[config.mk]
export PLATFORM = sky130hd
export DESIGN_NAME = tolerant_branch_resolver
export DESIGN_NICKNAME = d
export VERILOG_FILES = /design/src/rtl/tbr_pkg.sv /design/src/rtl/tbr_classify.sv /design/src/rtl/tbr_sat_counter.sv /design/src/rtl/tolerant_branch_resolver.sv
export SDC_FILE = /design/constraint.sdc
export NUM_CORES = 1
export LEC_CHECK = 0
export ABC_AREA = 1
export CORE_MARGIN = 2
export CORE_UTILIZATION = 34
export DETAILED_ROUTE_END_ITERATION = 8
export PLACE_DENSITY = 0.79
export SKIP_LAST_GASP = 1
export SLEW_MARGIN = 0
export SYNTH_ARGS = -nofsm -noshare
export SYNTH_HDL_FRONTEND = slang
export SYNTH_SLANG_ARGS = --single-unit
[constraint.sdc]
create_clock -name clk -period 1.5 [get_ports clk]
set_input_delay 0.3 -clock clk [delete_from_list [all_inputs] [get_ports clk]]
set_output_delay 0.3 -clock clk [all_outputs]
set_load 0.01 [all_outputs]
[src/rtl/tbr_pkg.sv]
package tbr_pkg;

  typedef enum logic [1:0] {
    RES_AGREE     = 2'd0,
    RES_RECOVER   = 2'd1,
    RES_TOLERATED = 2'd2
  } res_kind_e;

  // Classification of a resolved branch from its flags.
  function automatic res_kind_e judge(input logic tolerant,
                                      input logic pred,
                                      input logic act);
    if (pred == act) return RES_AGREE;
    if (tolerant && pred && !act) return RES_TOLERATED;
    return RES_RECOVER;
  endfunction

endpackage

[src/rtl/tbr_classify.sv]
module tbr_classify
  import tbr_pkg::*;
(
  input  logic clk,
  input  logic rst_n,
  input  logic valid,
  input  logic tolerant,
  input  logic pred,
  input  logic act,
  output logic recover_ev,
  output logic tolerate_ev
);

  res_kind_e kind;

  always_comb begin
    kind        = judge(tolerant, pred, act);
    recover_ev  = valid && (kind == RES_RECOVER);
    tolerate_ev = valid && (kind == RES_TOLERATED);
  end


  wrong_value_recovers_chk: assert property (@(posedge clk) disable iff (!rst_n)
    (valid && !pred && act) |-> recover_ev);


  agree_quiet_chk: assert property (@(posedge clk) disable iff (!rst_n)
    (valid && (pred == act)) |-> (!recover_ev && !tolerate_ev));

endmodule

[src/rtl/tbr_sat_counter.sv]
module tbr_sat_counter #(
  parameter int CNT_W = 4
) (
  input  logic             clk,
  input  logic             rst_n,
  input  logic             inc,
  output logic [CNT_W-1:0] count
);

  localparam logic [CNT_W-1:0] TOP = {CNT_W{1'b1}};

  function automatic logic [CNT_W-1:0] bump(input logic [CNT_W-1:0] v);
    return (v == TOP) ? v : v + 1'b1;
  endfunction

  logic [CNT_W-1:0] count_q;

  always_ff @(posedge clk) begin
    if (!rst_n) count_q <= '0;
    else if (inc) count_q <= bump(count_q);
  end

  assign count = count_q;


  cnt_sat_chk: assert property (@(posedge clk) disable iff (!rst_n)
    (count_q == TOP) |=> (count_q == TOP));


  cnt_idle_hold_chk: assert property (@(posedge clk) disable iff (!rst_n)
    !inc |=> $stable(count_q));

endmodule

[src/rtl/tolerant_branch_resolver.sv]
module tolerant_branch_resolver #(
  parameter int ADDR_W = 32,
  parameter int CNT_W  = 4
) (
  input  logic              clk,
  input  logic              rst_n,
  input  logic              res_valid,
  input  logic              res_tolerant,
  input  logic              pred_taken,
  input  logic              actual_taken,
  input  logic [ADDR_W-1:0] res_pc,
  input  logic [ADDR_W-1:0] taken_target,
  input  logic [ADDR_W-1:0] fallthru_target,
  output logic              flush,
  output logic [ADDR_W-1:0] redirect_pc,
  output logic              train_valid,
  output logic              train_taken,
  output logic [ADDR_W-1:0] train_pc,
  output logic [CNT_W-1:0]  suppress_count
);

  logic recover_ev;
  logic tolerate_ev;

  tbr_classify u_cls (
    .clk         (clk),
    .rst_n       (rst_n),
    .valid       (res_valid),
    .tolerant    (res_tolerant),
    .pred        (pred_taken),
    .act         (actual_taken),
    .recover_ev  (recover_ev),
    .tolerate_ev (tolerate_ev)
  );

  tbr_sat_counter #(.CNT_W(CNT_W)) u_cnt (
    .clk   (clk),
    .rst_n (rst_n),
    .inc   (tolerate_ev),
    .count (suppress_count)
  );

  logic [ADDR_W-1:0] next_target;
  assign next_target = actual_taken ? taken_target : fallthru_target;

  logic              flush_q;
  logic [ADDR_W-1:0] redirect_q;
  logic              tv_q;
  logic              tt_q;
  logic [ADDR_W-1:0] tpc_q;

  always_ff @(posedge clk) begin
    if (!rst_n) begin
      flush_q    <= 1'b0;
      redirect_q <= '0;
      tv_q       <= 1'b0;
      tt_q       <= 1'b0;
      tpc_q      <= '0;
    end else begin
      flush_q    <= recover_ev;
      redirect_q <= recover_ev ? next_target : '0;
      tv_q       <= res_valid;
      tt_q       <= res_valid && actual_taken;
      tpc_q      <= res_valid ? res_pc : '0;
    end
  end

  assign flush       = flush_q;
  assign redirect_pc = redirect_q;
  assign train_valid = tv_q;
  assign train_taken = tt_q;
  assign train_pc    = tpc_q;


  plain_mismatch_flush_chk: assert property (@(posedge clk) disable iff (!rst_n)
    (res_valid && !res_tolerant && (pred_taken != actual_taken)) |=> flush);


  tolerated_no_flush_chk: assert property (@(posedge clk) disable iff (!rst_n)
    (res_valid && res_tolerant && pred_taken && !actual_taken) |=> (!flush && redirect_pc == '0));


  train_follow_chk: assert property (@(posedge clk) disable iff (!rst_n)
    res_valid |=> (train_valid && train_taken == $past(actual_taken) && train_pc == $past(res_pc)));


  idle_quiet_chk: assert property (@(posedge clk) disable iff (!rst_n)
    !res_valid |=> (!flush && !train_valid));


  flush_pulse_chk: assert property (@(posedge clk) disable iff (!rst_n)
    (flush && !recover_ev) |=> !flush);

endmodule

==> out/metrics.yaml <==
outcome: "finished, final reports clean"
power_density_mw_per_mm2: 930
worstMarginPinSlew_ps: 327
rsz0062_at_grt: "no"
wire_per_inst_um: 11.5
hold_path.startpoint: "actual_taken"
cts_made_buffers: 9
cts-root-buf: "clkbuf_8"
antenna_found_initial: 0
critPathMaxStageDelay_ps: 520
placed_area_mm2: 0.00430
place_congestion: 0.681
p_int_mw: 3.37
grt_usage_pct: 15.7
switchingPower_mw: 0.909
clk_pin_slew_ps: 70
cts_tree: "built"
cpLargestDelayFamily: "buffers and inverters"
postCtsSetupBuffers: 0
required_ps: 1200
cp_slowest_cell: "clkdlybuf4s50_1"
grt_pass1_vias: 2179
synth_ff_type: "dfxtp_1"
final_max_slew_viol_count: 0
setup_ws_ps: 48.5
hold_viol: 0
cp.arrival_ps: 1150
ys_warn_count: 0
min_period_ps: 1450
tns_ps: 0
synth.avg_cell_area_um2: 9.87
clock_path_buffers: 2
finClkSkew_ps: 4.50
antennaDiodeCount: 0
grt_overflow: 0
critPathLaunchType: "flip-flop"
ir_drop_mv: 0.505
seq_area_frac_synth_pct: 58.5
relSlewSlack_pct: 78.2
dr.pass1.iters: 4
start_util_pct: 35.4
r2r_end: "u_cnt.count[0]"
clock_latency_ps: 330
fmax_mhz: 689
synth_nets: 349
path_cells: "clkdlybuf4s50_1"
setup_viol: 0
nets: 532
p_leak_nw: 2.85
hold_path_class: "in2reg"
dieArea_mm2: 0.00783
swShare_pct: 21.2
yosysUniqueCellTypes: 18
path_buf_inv: 1
die_w_um: 88.5
wl_um: 6110
power.share.sequential_pct: 45.9
p_clk_share_pct: 39.7
final_area_mm2: 0.00461
multi_input_comb_area_um2: 790
cts_hold_buf: 0
grt_pass1_wl_um: 9250
synth_edf_count: 0
first_iter_violations: 44
max_cap_viol_count: 0
port_buffers: 172
final_util_pct: 67.0
hold_path_depth: 4
rrSetupSlack_ps: 300
grt_start_max_net_pins: 34
critPathCaptureType: "primary output"
worstReg2RegStart: "u_cnt.count[0]"
reg2regPathDepth: 7
ant_nets: 0
worst-setup-path-type: "reg2out"
io_pins: 173
die_y_um: 88.5
dp_slack_ps: 8.96
ys_async_sr_fraction_pct: 0
coreArea_mm2: 0.00687
syn2layout_area_growth_pct: 89.6
drive_above_1_share_pct: 13.8
synth_area_mm2: 0.00243
ys_ff_latch: 71
drc_errors: 0
vias_per_cell: 4.10
finalCritPeriodShare_pct: 96.8
synth_cells: 246
whs_endpoint: "train_taken"
nFillCells: 570
hpwl_um: 4900
cts.sinks: 71
pwr-share-comb_pct: 14.4
critPathMaxFanout: 1
fp-row-count: 30
htreeDepth: 3
regArea_mm2: 0.00142
vias: 2174
Yosys cell counts (2+ instances only):
library cell	count	area, um2
a21oi_1	2	10.0
nor2_2	30	188
nand2_1	11	41.3
buf_2	3	15.0
dfxtp_1	71	1420
inv_1	40	150
mux2i_1	32	320
buf_6	3	33.8
clkbuf_1	3	11.3
nor2_1	41	154
nand3_1	3	15.0
layout by cell type (no fill, tap or decap):
cell type	synthesis	final
mux2i_1	32	32
nor2_2	30	30
nand4_1	1	1
ha_1	1	1
o21ai_0	1	1
nand3b_4	1	1
clkinv_2	0	1
nand3_1	3	3
buf_12	0	2
bufinv_16	0	2
buf_2	3	1
dlymetal6s2s_1	0	43
inv_1	40	40
dlygate4sd2_1	0	27
dfxtp_2	0	2
xor2_1	1	1
nand2_1	11	11
a21oi_1	2	2
nor2_1	41	41
clkdlybuf4s50_1	0	101
clkinvlp_4	0	2
buf_4	1	8
xnor2_1	1	1
dfxtp_1	71	69
clkbuf_8	0	11
power by group through the flow:
stage	Combinational, mW	Sequential (mW)	Clock (mW)
after floorplan	0.178	2.05	0
after global placement	0.640	2.01	0
after detailed placement	0.650	2.01	0
after CTS	0.636	1.97	1.76
after global routing	0.668	1.97	1.85
final	0.616	1.97	1.70
timing repair:
item	4_1_cts	5_1_grt
setup endpoints to repair	28	43
pin swaps	0	0
resized for setup	29	43
worst max-delay path by stage:
stage	start	to	slack, ps	cells after the start
2_1_floorplan	u_cnt.count[0]	u_cnt.count[0]	350	7
5_1_grt	train_pc[0]	train_pc[0]	3	1
3_3_place_gp	pred_taken	u_cnt.count[0]	20	8
6_report	train_pc[0]	train_pc[0]	50	1
3_5_place_dp	pred_taken	u_cnt.count[2]	9	7
4_1_cts	u_cnt.count[2]	suppress_count[2]	-110	1
registers in the layout (all words and copies together), names as in the netlist:
name         flops
redirect_pc     32
train_pc        32
u_cnt.count      4
train_valid      1
train_taken      1
flush            1
per-stage QoR:
stage                     hold slack [ps]  power (mW)  instances
final                                 417        4.28        530
after global routing                  394        4.49        530
after CTS                             406        4.37        530
after detailed placement              519        2.66        514
after global placement                511        2.65        514
after floorplan                       412        2.23        246
routing by layer:
| metal | part of all wire [%] | track usage [%] |
|---|---|---|
| met2 | 52 | 29.3 |
| met5 | 0 | 0 |
| met3 | 12 | 9.33 |
| met1 | 35 | 14.6 |
| met4 | 0.79 | 3.72 |
area by class of cell:
| type | count | area share (%) |
|---|---|---|
| inverters | 40 | 3.26 |
| clock inverters | 5 | 1.74 |
| clock buffers | 11 | 3.29 |
| multi-input cells | 125 | 17.1 |
| well taps | 96 | 2.61 |
| repair buffers | 182 | 41.0 |
| flip-flops and latches | 71 | 30.9 |
cell families (layout without fill, tap and decap cells):
| family | Yosys count | in the layout | share of synthesized area [%] |
|---|---|---|---|
| XOR/XNOR | 2 | 2 | 0.721 |
| buffers and inverters | 50 | 238 | 8.96 |
| AO/OA/AOI/OAI | 3 | 3 | 0.618 |
| flip-flops | 71 | 71 | 58.5 |
| AND/OR/NAND/NOR | 87 | 87 | 17.5 |
| multiplexers | 32 | 32 | 13.2 |
| adder cells (fa/ha/maj) | 1 | 1 | 0.515 |
(Power assumes the default switching activity.)
